`config.mk`:
```
export PLATFORM = sky130hd
export DESIGN_NAME = i2c_reg_slave
export DESIGN_NICKNAME = d
export VERILOG_FILES = /design/src/rtl/i2cs_pkg.sv /design/src/rtl/i2cs_line_sync.sv /design/src/rtl/i2cs_byte_engine.sv /design/src/rtl/i2cs_ctrl.sv /design/src/rtl/i2c_reg_slave.sv
export SDC_FILE = /design/constraint.sdc
export NUM_CORES = 1
export LEC_CHECK = 0
export BUFFER_PORTS_ARGS = -buffer_cell sky130_fd_sc_hd__clkbuf_2
export CORE_ASPECT_RATIO = 0.5
export CORE_UTILIZATION = 60
export DETAILED_ROUTE_END_ITERATION = 8
export GPL_TIMING_DRIVEN = 0
export PLACE_DENSITY = 0.9
export SETUP_SLACK_MARGIN = 0.05
export SYNTH_ARGS = -nofsm -noshare
export SYNTH_HDL_FRONTEND = slang
export SYNTH_SLANG_ARGS = --single-unit
export TNS_END_PERCENT = 100
```
`constraint.sdc`:
```
create_clock -name clk -period 5 [get_ports clk]
set_clock_uncertainty 0.15 [all_clocks]
set_input_delay 0.25 -clock clk [delete_from_list [all_inputs] [get_ports clk]]
set_output_delay 0.25 -clock clk [all_outputs]
set_load 0.02 [all_outputs]
```
`src/rtl/i2cs_pkg.sv`:
```
package i2cs_pkg;
   localparam int BYTE_W = 8;
   localparam int REG_W  = 7;
   localparam int CNT_W  = 4;

   typedef enum logic [3:0] {
      ST_IDLE,
      ST_ADDR,
      ST_ADDR_ACK,
      ST_SEL,
      ST_SEL_ACK,
      ST_DATA,
      ST_DATA_ACK,
      ST_TX,
      ST_SKIP
   } i2cs_state_e;
endpackage

```
`src/rtl/i2cs_line_sync.sv`:
```
module i2cs_line_sync #(
   parameter int DEPTH = 2
) (
   input  logic clk,
   input  logic rst_n,
   input  logic scl_i,
   input  logic sda_i,
   output logic scl_s,
   output logic sda_s,
   output logic scl_rise,
   output logic scl_fall,
   output logic start_evt,
   output logic stop_evt
);
   logic [DEPTH-1:0] scl_q, sda_q;
   logic             scl_d, sda_d;

   generate
      if (DEPTH == 1) begin : g_single
         always_ff @(posedge clk or negedge rst_n) begin
            if (!rst_n) begin
               scl_q <= '1;
               sda_q <= '1;
            end else begin
               scl_q <= scl_i;
               sda_q <= sda_i;
            end
         end
      end else begin : g_chain
         always_ff @(posedge clk or negedge rst_n) begin
            if (!rst_n) begin
               scl_q <= '1;
               sda_q <= '1;
            end else begin
               scl_q <= {scl_q[DEPTH-2:0], scl_i};
               sda_q <= {sda_q[DEPTH-2:0], sda_i};
            end
         end
      end
   endgenerate

   always_ff @(posedge clk or negedge rst_n) begin
      if (!rst_n) begin
         scl_d <= 1'b1;
         sda_d <= 1'b1;
      end else begin
         scl_d <= scl_s;
         sda_d <= sda_s;
      end
   end

   assign scl_s     = scl_q[DEPTH-1];
   assign sda_s     = sda_q[DEPTH-1];
   assign scl_rise  = scl_s & ~scl_d;
   assign scl_fall  = ~scl_s & scl_d;
   assign start_evt = scl_s & scl_d & ~sda_s & sda_d;
   assign stop_evt  = scl_s & scl_d & sda_s & ~sda_d;
endmodule

```
`src/rtl/i2cs_byte_engine.sv`:
```
module i2cs_byte_engine
   import i2cs_pkg::*;
(
   input  logic              clk,
   input  logic              rst_n,
   input  logic              clr,
   input  logic              load,
   input  logic [BYTE_W-1:0] load_val,
   input  logic              rise,
   input  logic              adv,
   input  logic              tx_mode,
   input  logic              sda_bit,
   output logic [BYTE_W-1:0] rx_byte,
   output logic [CNT_W-1:0]  bit_cnt,
   output logic              tx_nxt
);
   logic [BYTE_W-1:0] sh;
   logic [CNT_W-1:0]  cnt;

   always_ff @(posedge clk or negedge rst_n) begin
      if (!rst_n) begin
         sh  <= '0;
         cnt <= '0;
      end else if (load) begin
         sh  <= load_val;
         cnt <= '0;
      end else if (clr) begin
         cnt <= '0;
      end else begin
         if (rise) begin
            cnt <= cnt + 1'b1;
            if (!tx_mode) sh <= {sh[BYTE_W-2:0], sda_bit};
         end
         if (adv) sh <= {sh[BYTE_W-2:0], 1'b1};
      end
   end

   assign rx_byte = sh;
   assign bit_cnt = cnt;
   assign tx_nxt  = sh[BYTE_W-2];
endmodule

```
`src/rtl/i2cs_ctrl.sv`:
```
module i2cs_ctrl
   import i2cs_pkg::*;
#(
   parameter logic [REG_W-1:0] DEV_ADDR = 7'h3A
) (
   input  logic              clk,
   input  logic              rst_n,
   input  logic              scl_fall,
   input  logic              start_evt,
   input  logic              stop_evt,
   input  logic [BYTE_W-1:0] rx_byte,
   input  logic [CNT_W-1:0]  bit_cnt,
   input  logic              tx_nxt,
   input  logic [BYTE_W-1:0] rd_byte,
   output logic              clr,
   output logic              load,
   output logic              adv,
   output logic              tx_mode,
   output logic              sda_oe,
   output logic              wr_stb,
   output logic [REG_W-1:0]  wr_addr,
   output logic [BYTE_W-1:0] wr_data,
   output logic              in_skip
);
   localparam logic [CNT_W-1:0] FULL = CNT_W'(BYTE_W);

   i2cs_state_e      st;
   logic             rw_q, burst_q, oe_q, stb_q;
   logic [REG_W-1:0] ptr_q, addr_q;
   logic [BYTE_W-1:0] data_q;
   logic             byte_done;

   assign byte_done = scl_fall && (bit_cnt == FULL);

   always_ff @(posedge clk or negedge rst_n) begin
      if (!rst_n) begin
         st      <= ST_IDLE;
         rw_q    <= 1'b0;
         burst_q <= 1'b0;
         oe_q    <= 1'b0;
         stb_q   <= 1'b0;
         ptr_q   <= '0;
         addr_q  <= '0;
         data_q  <= '0;
      end else begin
         stb_q <= 1'b0;
         if (stop_evt) begin
            st   <= ST_IDLE;
            oe_q <= 1'b0;
         end else if (start_evt) begin
            st   <= ST_ADDR;
            oe_q <= 1'b0;
         end else begin
            unique case (st)
               ST_ADDR: if (byte_done) begin
                  if (rx_byte[BYTE_W-1:1] == DEV_ADDR) begin
                     st   <= ST_ADDR_ACK;
                     oe_q <= 1'b1;
                     rw_q <= rx_byte[0];
                  end else begin
                     st <= ST_SKIP;
                  end
               end
               ST_ADDR_ACK: if (scl_fall) begin
                  if (rw_q) begin
                     st   <= ST_TX;
                     oe_q <= ~rd_byte[BYTE_W-1];
                  end else begin
                     st   <= ST_SEL;
                     oe_q <= 1'b0;
                  end
               end
               ST_SEL: if (byte_done) begin
                  st      <= ST_SEL_ACK;
                  oe_q    <= 1'b1;
                  burst_q <= rx_byte[BYTE_W-1];
                  ptr_q   <= rx_byte[REG_W-1:0];
               end
               ST_SEL_ACK: if (scl_fall) begin
                  st   <= ST_DATA;
                  oe_q <= 1'b0;
               end
               ST_DATA: if (byte_done) begin
                  st     <= ST_DATA_ACK;
                  oe_q   <= 1'b1;
                  stb_q  <= 1'b1;
                  addr_q <= ptr_q;
                  data_q <= rx_byte;
                  if (burst_q) ptr_q <= ptr_q + 1'b1;
               end
               ST_DATA_ACK: if (scl_fall) begin
                  oe_q <= 1'b0;
                  st   <= burst_q ? ST_DATA : ST_SEL;
               end
               ST_TX: if (scl_fall) begin
                  if (bit_cnt == FULL) begin
                     st   <= ST_SKIP;
                     oe_q <= 1'b0;
                  end else begin
                     oe_q <= ~tx_nxt;
                  end
               end
               default: ;
            endcase
         end
      end
   end

   always_comb begin
      clr  = start_evt;
      load = 1'b0;
      if (scl_fall) begin
         unique case (st)
            ST_ADDR_ACK: begin
               load = rw_q;
               clr  = clr | ~rw_q;
            end
            ST_SEL_ACK, ST_DATA_ACK: clr = 1'b1;
            default: ;
         endcase
      end
   end

   assign adv     = scl_fall && (st == ST_TX);
   assign tx_mode = (st == ST_TX);
   assign sda_oe  = oe_q;
   assign wr_stb  = stb_q;
   assign wr_addr = addr_q;
   assign wr_data = data_q;
   assign in_skip = (st == ST_SKIP);
endmodule

```
`src/rtl/i2c_reg_slave.sv`:
```
module i2c_reg_slave
   import i2cs_pkg::*;
#(
   parameter logic [REG_W-1:0] DEV_ADDR   = 7'h3A,
   parameter int               SYNC_DEPTH = 2
) (
   input  logic              clk,
   input  logic              rst_n,
   input  logic              scl_i,
   input  logic              sda_i,
   output logic              sda_oe,
   output logic              wr_stb,
   output logic [REG_W-1:0]  wr_addr,
   output logic [BYTE_W-1:0] wr_data,
   input  logic [BYTE_W-1:0] rd_byte
);
   initial begin : p_param_chk
      if (SYNC_DEPTH < 2) $error("SYNC_DEPTH must be at least 2");
      if (BYTE_W >= (1 << CNT_W)) $error("bit counter too narrow for BYTE_W");
   end

   logic scl_s, sda_s, scl_rise, scl_fall, start_evt, stop_evt;
   logic clr, load, adv, tx_mode, tx_nxt, in_skip;
   logic [BYTE_W-1:0] rx_byte;
   logic [CNT_W-1:0]  bit_cnt;

   i2cs_line_sync #(.DEPTH(SYNC_DEPTH)) u_sync (
      .clk(clk), .rst_n(rst_n), .scl_i(scl_i), .sda_i(sda_i),
      .scl_s(scl_s), .sda_s(sda_s), .scl_rise(scl_rise), .scl_fall(scl_fall),
      .start_evt(start_evt), .stop_evt(stop_evt)
   );

   i2cs_byte_engine u_eng (
      .clk(clk), .rst_n(rst_n), .clr(clr), .load(load), .load_val(rd_byte),
      .rise(scl_rise), .adv(adv), .tx_mode(tx_mode), .sda_bit(sda_s),
      .rx_byte(rx_byte), .bit_cnt(bit_cnt), .tx_nxt(tx_nxt)
   );

   i2cs_ctrl #(.DEV_ADDR(DEV_ADDR)) u_ctrl (
      .clk(clk), .rst_n(rst_n), .scl_fall(scl_fall), .start_evt(start_evt),
      .stop_evt(stop_evt), .rx_byte(rx_byte), .bit_cnt(bit_cnt), .tx_nxt(tx_nxt),
      .rd_byte(rd_byte), .clr(clr), .load(load), .adv(adv), .tx_mode(tx_mode),
      .sda_oe(sda_oe), .wr_stb(wr_stb), .wr_addr(wr_addr), .wr_data(wr_data),
      .in_skip(in_skip)
   );
endmodule

```
### Yosys cells after proc, flatten, opt, wreduce, memory -nomap -nowiden

Index checks and enable logic that the tools add are counted.

* add/sub/neg operators: 2
* equality and inequality tests: 25
* muxes and demuxes: 45
* bitwise logic cells: 17
* reductions and logical operators: 16

Operator list (count)
* two-way mux 4 bit: 14
* two-way mux 8 bit: 5
* inequality test 4 x 2 -> 1 bit (second input constant): 9
* case mux 4 bit (7 select lines): 1
* two-way mux 7 bit: 3
* two-way mux 1 bit: 17
* equality test 4 x 3 -> 1 bit (second input constant): 4
* case mux 7 bit (2 select lines): 1
* inverter 1 bit: 9
* AND reduction 9 bit: 1
* nonzero test 9 bit: 1
* equality test 4 x 2 -> 1 bit (second input constant): 2
* inequality test 2 x 1 -> 1 bit (second input constant): 4
* inequality test 4 x 1 -> 1 bit (second input constant): 2
* AND reduction 4 bit: 2
* adder 7 x 1 -> 7 bit (second input constant): 1
* bitwise AND 1 bit: 7
* equality test 7 x 6 -> 1 bit (second input constant): 1
* AND reduction 7 bit: 1
* nonzero test 7 bit: 1
* two-way mux 3 bit: 2
* AND reduction 6 bit: 1
* nonzero test 3 bit: 2
* case mux 1 bit (5 select lines): 1
* other kinds (11): 13

* register bits: 48
* input port bits: 12
* output and inout bits: 17
* word-level logic and storage cells: 119

### Depth between registers and ports, before layout

Gate-level depths: netlist of the first run.

* depth after elaboration: 8
* mapped depth: 7
* gate-level depth less buffers: 6

### Cells and area by module

A second synthesis of the first run with hierarchy kept.

* cells, all modules: 215
* area, all modules: 2467.4 µm²

Modules (own cells, without submodules)
* i2cs_ctrl: times used 1, cells each 156, area an instance 1686.6 µm², seq. area each 750.7 µm²
* i2cs_byte_engine: times used 1, cells each 49, area an instance 590.6 µm², seq. area each 300.3 µm²
* i2cs_line_sync: times used 1, cells each 10, area an instance 190.2 µm², seq. area each 157.7 µm²

### Worst setup path before layout of the first run

OpenSTA, ideal clock, no wires.

* path type: register to register
* start point: reg u_eng.cnt[0], in the netlist u_eng.bit_cnt[0]
* end point: reg u_ctrl.st[0]
* library setup time: 0.118 ns
* data arrival time: 1.655 ns
* data required time: 4.732 ns
* path slack: 3.077 ns
* stages on the path, launching flop included: 7
* path buffers: 0
* period minus slack after synthesis: 1.923 ns
* cells stage by stage: dfrtp_1 inv_1 ha_1 nand3b_1 a2111o_1 and2_1 a21o_1

* cells in the longest elaborated chain, start to end: 4
* elaborated cells between the ends (all ways): 7
* classes of those cells: eq/ne (5); reduce/logical (2)

RTL lines
* start: declaration: RTL line i2cs_byte_engine.sv:18 `logic [CNT_W-1:0] cnt;`
* start signal: assignment: RTL line i2cs_byte_engine.sv:31 `cnt <= cnt + 1'b1;`
* equality test 4 bit (*): RTL line i2cs_ctrl.sv:33, i2cs_ctrl.sv:96
* logical AND 1 bit: RTL line i2cs_ctrl.sv:33 `assign byte_done = scl_fall && (bit_cnt == FULL);`
* inequality test 4 x 2 -> 1 bit (no line)
* AND reduction 9 bit (no line) (*)
* end signal: assignment: RTL line i2cs_ctrl.sv:93 `st <= burst_q ? ST_DATA : ST_SEL;`
* end: declaration: RTL line i2cs_ctrl.sv:27 `i2cs_state_e st;`

Mark *: on every way between the ends. The rest lies on a longest branch, timed or not.
A chain may end at the register's enable or synchronous reset.

### Worst setup path in the final report of the first run

* start point: reg u_eng.cnt[0], in the netlist u_eng.bit_cnt[0]
* end point: reg u_ctrl.ptr_q[4]

* cells in the longest elaborated chain, start to end: 4
* elaborated cells between the ends (all ways): 5
* classes of those cells: eq/ne (3); reduce/logical (2)

RTL lines
* equality test 4 bit (*): RTL line i2cs_ctrl.sv:33
* logical AND 1 bit (*): RTL line i2cs_ctrl.sv:33
* inequality test 2 x 1 -> 1 bit (no line)
* AND reduction 6 bit (no line) (*)
* end signal: assignment: RTL line i2cs_ctrl.sv:77 `ptr_q <= rx_byte[REG_W-1:0];`
* end signal: assignment: RTL line i2cs_ctrl.sv:89 `if (burst_q) ptr_q <= ptr_q + 1'b1;`
* end: declaration: RTL line i2cs_ctrl.sv:29 `logic [REG_W-1:0] ptr_q, addr_q;`

Marked as above.

==> impl_metrics.tcl, run 1 <==
set metrics [dict create \
    status "finished with violations" \
    violations "negative hold slack" \
    cts_max_level 2 \
    die_y_um 47.8 \
    dpl_worst_slack_ps 2810 \
    cts_tree "built" \
    fin_crit_sh_pct 44.5 \
    drt_wl_total_um 5090 \
    slew_viol_final 0 \
    endpoint_kind "flip-flop" \
    tightest_slew_ps 1130 \
    clockBufferDepth 2 \
    synth.top_cells.by_count "42 x dfrtp_1, 20 x mux2_2, 12 x nand2_1" \
    syn_nets 227 \
    io_pins 29 \
    ir_drop_uv 207 \
    antenna_left 0 \
    cts_post_setup_buffers_inserted 0 \
    synth-edff-count 0 \
    ff_latch_area_mm2 0.00121 \
    powerDensity_mw_per_mm2 340 \
    start_util_pct 63.5 \
    yosysTopAreaCellShare_pct 41.8 \
    path_clk_slew_ps 90 \
    worstSetupPathType "reg2reg" \
    fin_util_pct 72.1 \
    max_slew_margin_pct 24.7 \
    syn2layout_area_growth_pct 13.6 \
    yosysTopAreaCell "dfrtp_1" \
    synth_cell_types 55 \
    drive_gt1_share_pct 36.4 \
    synth-seq-area-share_pct 48.0 \
    hpwlAfterDp_um 3500 \
    ys_seq_elements 48 \
    grt_overflow_total 0 \
    whs_ps -4.24 \
    cts_made_buffers 5 \
    yosysWarnings 0 \
    grt_pass1_vias 1739 \
    gp_congestion 0.850 \
    die_area_mm2 0.00447 \
    synth_area_mm2 0.00252 \
    finalWorstSetupSlack_ps 2780 \
    grt_max_degree 49 \
    rsz0062_at_grt "no" \
    min_period_ps 2220 \
    min_path_type "in2async" \
    drt_iter0_markers 103 \
    path_max_fanout 10 \
    clockRootBuffer "clkbuf_8" \
    cts_resized 0 \
    nNetsFinal 264 \
    fmax_ghz 0.450 \
    multiInputGateArea_mm2 0.00121 \
    synth_ff_type "dfrtp_1" \
    avgSynthCellArea_um2 11.9 \
    portBuffers 28 \
    die_x_um 93.6 \
    core_area_mm2 0.00396 \
    cap_violations 0 \
    critical_path_required_ps 5090 \
    placementRows 16 \
    yosys-top-cells-area "dfrtp_1 42%, mux2_2 9.0%, dfstp_2 6.3%" \
    vias 1841 \
    grt_pass1_wl_um 8400 \
    start_kind "flip-flop" \
    viasPerCell 6.06 \
    fill_cells 259 \
    synthCells 212 \
    final-hold-violation-count 1 \
    diodes 0 \
    drc 0 \
    insertion_delay_ps 310 \
    antenna_found_initial 0 \
    cts_sinks 48 \
    rrSetupSlack_ps 2780 \
    dr.pass1.iters 4 \
    synth_most_common_cell "dfrtp_1" \
    cp.arrival_ps 2310 \
    dp.cells 294 \
    layout.cells.non_filler 304 \
    tns_ps 0 \
    grt_usage_pct 25.7 \
    setup_viol 0 \
    cellLeakagePower_uw 0.00135 \
    postSynth.asyncResetShare_pct 100 \
    avgRoutedWirePerCell_um 16.7 \
]
-- metal layers --
metal | share of wire, % | global-route usage [%]
met1 | 46 | 34.5
met5 | 0 | 0
met3 | 4.7 | 5.24
met2 | 48 | 43.1
met4 | 1.6 | 10.2
-- worst paths after layout --
path	from	end	depth (start not counted)
worst max-delay path	u_eng.bit_cnt[0]	u_ctrl.ptr_q[4]	7
worst min-delay path	rst_n	u_eng.bit_cnt[1]	1
worst max register to register	u_eng.bit_cnt[0]	u_ctrl.ptr_q[4]	7
worst min register to register	u_sync.sda_q[0]	u_sync.sda_q[1]	0
max in group asynchronous	rst_n	u_ctrl.wr_addr[6]	1
min in group clk	rd_byte[6]	u_eng.rx_byte[6]	3
-- worst max-delay path, stage by stage (launching register included) --
cell	delay [ps]
dfrtp_1	420
inv_1	90
ha_1	150
nand3b_1	320
a2111oi_4	550
buf_4	260
a21oi_1	80
a21oi_1	140
-- layout by cell type (no fill, tap or decap), types with 2 or more instances in the layout --
cell type,n
dfrtp_1,42
clkbuf_2,29
mux2_2,20
nand2_1,12
nand2b_1,10
mux2_4,9
nand3_1,9
a21oi_1,8
o21ai_0,7
nor2_1,6
mux2i_1,6
dfstp_2,6
clkbuf_8,5
inv_1,4
buf_2,4
nor2b_1,4
o22ai_1,4
nand3b_1,3
xor2_1,3
and3_1,3
ha_1,3
buf_6,2
buf_4,2
a31oi_1,2
nor3_1,2
o21bai_1,2
nand4_1,2
nand4b_1,2
o21ai_1,2
o21a_1,2
o31ai_1,2
or2_2,2
a21boi_0,2
a2bb2oi_1,2
dlygate4sd3_1,2
-- flip-flops by register name, indices dropped and copies added (netlist names), 2 cells and up --
| signal | count |
|---|---|
| u_ctrl.ptr_q | 7 |
| u_ctrl.st | 4 |
| u_ctrl.wr_addr | 7 |
| u_ctrl.wr_data | 8 |
| u_eng.bit_cnt | 4 |
| u_eng.rx_byte | 8 |
| u_sync.scl_q | 2 |
| u_sync.sda_q | 2 |
-- metrics by stage --
stage / hold WS (ps) / area (µm²) / total power (µW)
2_1_floorplan: -196 / 2520 / 625
3_3_place_gp: 188 / 2720 / 676
3_5_place_dp: 190 / 2720 / 686
4_1_cts: 43.7 / 2860 / 975
5_1_grt: 101 / 2860 / 1020
6_report: -4.24 / 2860 / 973
-- cell families after synthesis --
| family | count (synthesis) | share of synthesized area, % |
|---|---|---|
| buffers and inverters | 15 | 3.83 |
| AND/OR/NAND/NOR | 63 | 16.0 |
| AO/OA/AOI/OAI | 45 | 12.9 |
| flip-flops | 48 | 48.0 |
| XOR/XNOR | 3 | 1.04 |
| adder cells (fa/ha/maj) | 3 | 1.49 |
| multiplexers | 35 | 16.7 |
-- final cells by class --
type	count	area share, %
Multi-Input combinational cell	149	42.4
Buffer	11	2.84
Clock buffer	5	2.41
Tap cell	54	2.36
Inverter	4	0.525
Timing Repair Buffer	30	5.60
Clock inverter	3	1.62
Sequential cell	48	42.3
-- power breakdown --
part	internal [µW]	switching [µW]
Clock	151	136
Combinational	94.3	99.6
Sequential	436	56.1
-- what timing repair did --
action                                  CTS  global route
endpoints found under the setup margin    0             0
endpoints found under the hold margin     2             0
hold buffers                              2             0
(Power assumes the default switching activity.)
==> run 2: changes to the inputs <==
ABC_AREA = 1   (was default)
CORE_UTILIZATION = 52   (was 60)
PLACE_DENSITY = 0.83   (was 0.9)
clock period = 1.92 ns   (was 5 ns; I/O delays follow)
==> run 2 against run 1 <==
Against the previous run:
- non-clock buffer count increased by 5
- synthesized cell count is 53% higher
- flip-flop and latch count unchanged
- cell area grew 4.9%
- global-route usage down 1.4 points
- area after synthesis is 0.45% higher
- die area rose by 15%
- wire length is 9.8% higher
- hold slack improved by 37 ps
- clock power rose by 120%
- the run now ends clean
- setup slack lost 2600 ps
- largest cell class is now sequential cells
==> impl_metrics.tcl, run 2 <==
set metrics [dict create \
    ys_seq_elements 48 \
    max_slew_margin_pct 23.6 \
    slew_viol_final 0 \
    final_cell_mix "106 x nand2_1, 40 x dfrtp_1, 29 x inv_1, 28 x clkbuf_2" \
    synth_area_mm2 0.00253 \
    grt_overflow_total 0 \
    start_kind "flip-flop" \
    antenna_found_initial 0 \
    critical_path_required_ps 1960 \
    hold_path.startpoint "rd_byte[2]" \
    cp.arrival_ps 1840 \
    min_period_ps 1790 \
    core_area_mm2 0.00453 \
    final-hold-violation-count 0 \
    r2r.worst_path.cells 7 \
    critPathSlowestCell "dfrtp_1" \
    fin_crit_sh_pct 93.4 \
    r2r_start "u_ctrl.st[2]" \
    critical_path_buf_inv_count 1 \
    cellLeakagePower_uw 0.00151 \
    drc 0 \
    grt_pass1_wl_um 9680 \
    synthCells 325 \
    endpoint_kind "flip-flop" \
    antenna_left 0 \
    crit_chain "nor2_1 > nand3_4 > nor2_8 > buf_2 > o21ai_0 > nand2_1 > nand2_1" \
    cap_violations 0 \
    die_area_mm2 0.00516 \
    drt_iter0_markers 180 \
    r2r_end "u_eng.rx_byte[0]" \
    path_max_fanout 10 \
    gp_congestion 0.882 \
    yosysTopAreaCellShare_pct 41.6 \
    io_pins 29 \
    vias 2296 \
    avgRoutedWirePerCell_um 12.7 \
    cts_made_buffers 5 \
    synth_cell_types 29 \
    ir_drop_uv 326 \
    portBuffers 28 \
    path_clk_slew_ps 90 \
    cts_tree "built" \
    nNetsFinal 387 \
    fmax_ghz 0.558 \
    cp_common_cell "nand2_1" \
    synth_most_common_cell "nand2_1" \
    syn_nets 340 \
    powerDensity_mw_per_mm2 799 \
    clockRootBuffer "clkbuf_8" \
    rrSetupSlack_ps 130 \
    grt_max_degree 49 \
    slowest_delay_ps 460 \
    min_path_type "in2reg" \
    synth-edff-count 0 \
    diodes 0 \
    critPathTopFamily "simple AND/OR/NAND/NOR gates" \
    status "finished, final reports clean" \
    min_to "u_eng.rx_byte[2]" \
    dr.pass1.iters 4 \
    yosys-top-cells-area "dfrtp_1 42%, nand2_1 16%, dfstp_2 6.2%" \
    synth-seq-area-share_pct 47.8 \
    holdPathStages 5 \
    syn2layout_area_growth_pct 18.7 \
    fill_cells 345 \
    dpl_worst_slack_ps -19.6 \
    clockBufferDepth 2 \
    avgSynthCellArea_um2 7.78 \
    synth.top_cells.by_count "107 x nand2_1, 42 x dfrtp_1, 32 x inv_1" \
    postSynth.asyncResetShare_pct 100 \
    worstSetupPathType "reg2reg" \
    total_power_uw 2400 \
    layout_commonest_cell "nand2_1" \
    finalWorstSetupSlack_ps 126 \
    drt_wl_total_um 5590 \
    drive_gt1_share_pct 22.8 \
    die_x_um 101 \
    cts_max_level 2 \
    start_util_pct 55.8 \
    tightest_slew_ps 1150 \
    synth_ff_type "dfrtp_1" \
    hpwlAfterDp_um 4010 \
    yosysWarnings 0 \
    setup_viol 0 \
    yosysTopAreaCell "dfrtp_1" \
    die_y_um 51.3 \
    cts_sinks 48 \
    rsz0062_at_grt "yes" \
    viasPerCell 5.23 \
    grt_pass1_vias 2235 \
    fin_util_pct 66.2 \
    placementRows 17 \
    insertion_delay_ps 300 \
    grt_usage_pct 24.3 \
]
-- run 2: timing repair --
item / 4_1_cts / 5_1_grt
hold buffers: 9 / 0
gates cloned: 0 / 0
setup endpoints to repair: 22 / 36
pin swaps: 0 / 1
hold endpoints to repair: 50 / 0
buffers inserted: 0 / 3
gates resized for setup: 2 / 14
-- run 2: cell type report --
type	count	area, µm²	share of cell area [%]
well taps	66	82.6	2.75
inverters	37	140	4.67
flip-flops and latches	48	1210	40.4
repair buffers	40	253	8.43
clock inverters	2	10.0	0.334
multi-input cells	234	1170	39.2
plain buffers	6	45.0	1.50
clock buffers	6	82.6	2.75
-- run 2: layer usage --
layer	track usage (%)	routed length, µm
met5	0	0
met3	4.79	245
met4	8.70	78
met1	30.5	2510
met2	42.6	2750
-- run 2: tightest hold or removal path, cell delays in order --
cell and delay [ps]:
clkbuf_2 80, nand2_1 50, o21ai_0 90, nand2_1 70
nand2_1 60
-- run 2: how the worst max path moves through the flow --
stage	start	end	slack, ps	cells after the start
global placement	u_eng.bit_cnt[0]	u_ctrl.wr_data[6]	60	10
global route	u_ctrl.st[2]	u_eng.rx_byte[0]	20	7
detailed placement	u_eng.bit_cnt[0]	u_ctrl.wr_addr[5]	-20	10
finish	u_ctrl.st[2]	u_eng.rx_byte[0]	130	7
CTS	u_eng.bit_cnt[0]	u_ctrl.wr_addr[5]	60	10
floorplan	u_sync.scl_q[1]	u_ctrl.ptr_q[4]	290	10
-- run 2: kinds of logic (layout without fill, tap and decap cells) --
logic type	count (synthesis)	count (layout)	synth area share (%)
AOI/OAI and AO/OA	50	50	10.8
xor gates and xnor gates	1	1	0.347
adders and majority gates	3	3	1.49
buffers and inverters	43	91	6.98
DFF	48	48	47.8
and+or+nand+nor	180	180	32.5
-- run 2: metrics by stage --
stage	instances	hold slack [ps]	setup TNS, ps	instance area [µm²]
after global placement	419	32.8	0	2750
after global routing	439	29.5	0	3000
final	439	32.5	0	3000
after floorplan	325	-350	0	2530
after CTS	436	4.40	0	2940
after detailed placement	419	35.2	-70.2	2750
-- run 2: power by group --
| group | internal, µW | switching [µW] | leakage (µW) | total [µW] |
|---|---|---|---|---|
| clock network | 288 | 333 | 0.0000510 | 621 |
| logic | 191 | 347 | 0.000838 | 537 |
| registers | 1120 | 121 | 0.000626 | 1240 |
==> run 3: changes to the inputs <==
ABC_AREA = default   (was 1)
==> run 3 against run 2 <==
Against the previous run:
- the flow now finishes with violations (negative setup slack)
- first-iteration DRC count shrank 24%
- cell area rose by 9.1%
- flip-flop and latch count is the same
- critical path depth rose by 3
- combinational power is 34% higher
- sequential power increased by 4%
- die area decreased by 0.43%
- via count shrank 7.6%
- fmax fell by 8.3%
- critical path type unchanged
- critical endpoint is now u_ctrl.ptr_q[1]
- highest routed layer unchanged
==> impl_metrics.tcl, run 3 (synthesis results as in run 1) <==
set metrics [dict create \
    status "finished with violations" \
    violations "negative setup slack" \
    worstSetupPathType "reg2reg" \
    cellLeakagePower_uw 0.00154 \
    gp_congestion 0.912 \
    fin_util_pct 72.2 \
    dr.pass1.iters 4 \
    combPwrFrac_pct 27.2 \
    endpoint_kind "flip-flop" \
    p_int_uw 1770 \
    p_sw_uw 883 \
    hpwlAfterDp_um 3640 \
    path_clk_slew_ps 100 \
    total_power_uw 2650 \
    cp.arrival_ps 2030 \
    diodes 0 \
    insertion_delay_ps 320 \
    cts_max_level 2 \
    cts_tree "built" \
    die_area_mm2 0.00514 \
    r2r_start "u_eng.bit_cnt[0]" \
    die_x_um 100 \
    drive_gt1_share_pct 48.2 \
    cts_made_buffers 5 \
    grt_usage_pct 26.6 \
    vias 2121 \
    cap_violations 0 \
    start_kind "flip-flop" \
    clockBufferDepth 2 \
    powerDensity_mw_per_mm2 809 \
    grt_max_degree 49 \
    avgRoutedWirePerCell_um 20.0 \
    worstSetupStartpoint "u_eng.bit_cnt[0]" \
    layout_commonest_cell "dfrtp_1" \
    r2r.worst_path.cells 10 \
    critical_path_required_ps 1990 \
    io_pins 29 \
    power_frac_clock_pct 24.1 \
    viasPerCell 6.09 \
    dp.cells 306 \
    final-hold-violation-count 0 \
    tightest_slew_ps 1190 \
    placementRows 17 \
    min_period_ps 1960 \
    antenna_found_initial 0 \
    core_area_mm2 0.00453 \
    die_y_um 51.2 \
    placed_cell_area_mm2 0.00274 \
    finalWorstSetupSlack_ps -36.6 \
    syn2layout_area_growth_pct 30.1 \
    fin_area_mm2 0.00327 \
    path_max_fanout 6 \
    grt_pass1_vias 2009 \
    clockRootBuffer "clkbuf_8" \
    grt_pass1_wl_um 10000 \
    min_to "u_eng.rx_byte[7]" \
    hold_path.startpoint "rd_byte[7]" \
    p_sw_share_pct 33.3 \
    setup_viol 5 \
    drt_iter0_markers 137 \
    rsz0062_at_grt "yes" \
    min_path_type "in2reg" \
    holdPathStages 3 \
    fmax_ghz 0.511 \
    max_slew_margin_pct 20.8 \
    grt_overflow_total 0 \
    antenna_left 0 \
    start_util_pct 55.5 \
    pwr-share-seq_pct 48.7 \
    drc 0 \
    portBuffers 28 \
    rrSetupSlack_ps -40 \
    layout.cells.non_filler 348 \
    r2r_end "u_ctrl.ptr_q[1]" \
    nNetsFinal 296 \
    fin_crit_sh_pct 102 \
    final_cell_mix "41 x dfrtp_1, 28 x clkbuf_2, 20 x buf_4, 15 x mux2_4, 14 x mux2_2" \
    cts_sinks 48 \
    ir_drop_uv 451 \
    drt_wl_total_um 6960 \
    slew_viol_final 0 \
]
[run 3: changes by cell type in the layout (fill, tap and decap cells not counted), sizes merged, moves of 10 or more]
cell	change
buf	+28
inv	-31
mux2	+29
nand2	-99
nand2b	+10
nand3	-17
nor2	-25
o21ai	-35
[run 3: routing by layer]
layer  vias to the layer above  global-route usage (%)  wire, µm
met3                        27                    7.66       482
li1                        917                       -         -
met5                         -                       0         0
met4                         0                    11.6       270
met2                        97                    43.2      3360
met1                      1080                    33.6      2850
[run 3: how the worst max path moves through the flow]
stage / slack, ps / end / cells after the start
after floorplan: 30 / u_ctrl.wr_addr[6] / 6
after global placement: -200 / u_ctrl.wr_data[4] / 6
after detailed placement: -260 / u_ctrl.wr_data[6] / 6
after CTS: -30 / u_ctrl.st[0] / 7
after global routing: -110 / u_ctrl.ptr_q[1] / 10
final: -40 / u_ctrl.ptr_q[1] / 10
[run 3: worst max-delay path: stages (launching register included)]
cell and delay (ps):
dfrtp_1 410, inv_2 90, ha_4 130, nand3b_1 90
buf_6 150, buf_6 110, a2111oi_4 220, buf_6 190
buf_6 130, nor2_2 30, a31oi_1 170
[run 3: per-stage QoR]
step / setup TNS, ps / setup WS [ps] / hold WS, ps
after floorplan: 0 / 32.4 / -350
after CTS: -26.9 / -26.9 / 0.716
after global routing: -1050 / -114 / 21.1
after detailed placement: -5110 / -259 / 35.4
after global placement: -3870 / -202 / 33.8
final: -82.1 / -36.6 / 12.6
[run 3: what timing repair did]
action                                  4_1_cts  5_1_grt
gates cloned                                  2        1
hold buffers                                  7        1
endpoints found under the setup margin       36       35
setup buffers                                15        8
pin swaps                                     5        7
hold endpoints to repair                     48        1
resized for setup                            18       32
[run 3: power groups by stage]
stage	Sequential (µW)	Clock, µW	Combinational (µW)
3_5_place_dp	1290	0	500
6_report	1290	639	719
3_3_place_gp	1290	0	473
5_1_grt	1310	679	772
2_1_floorplan	1260	0	372
4_1_cts	1270	639	595
[run 3: area by class of cell]
type	instances	area [µm²]
clock buffer	5	68.8
clock inverter	3	21.3
timing repair buffer	61	444
fill	271	1260
tap	66	82.6
multi-input combinational	150	1320
buffer	11	110
sequential	48	1210
inverter	4	15.0
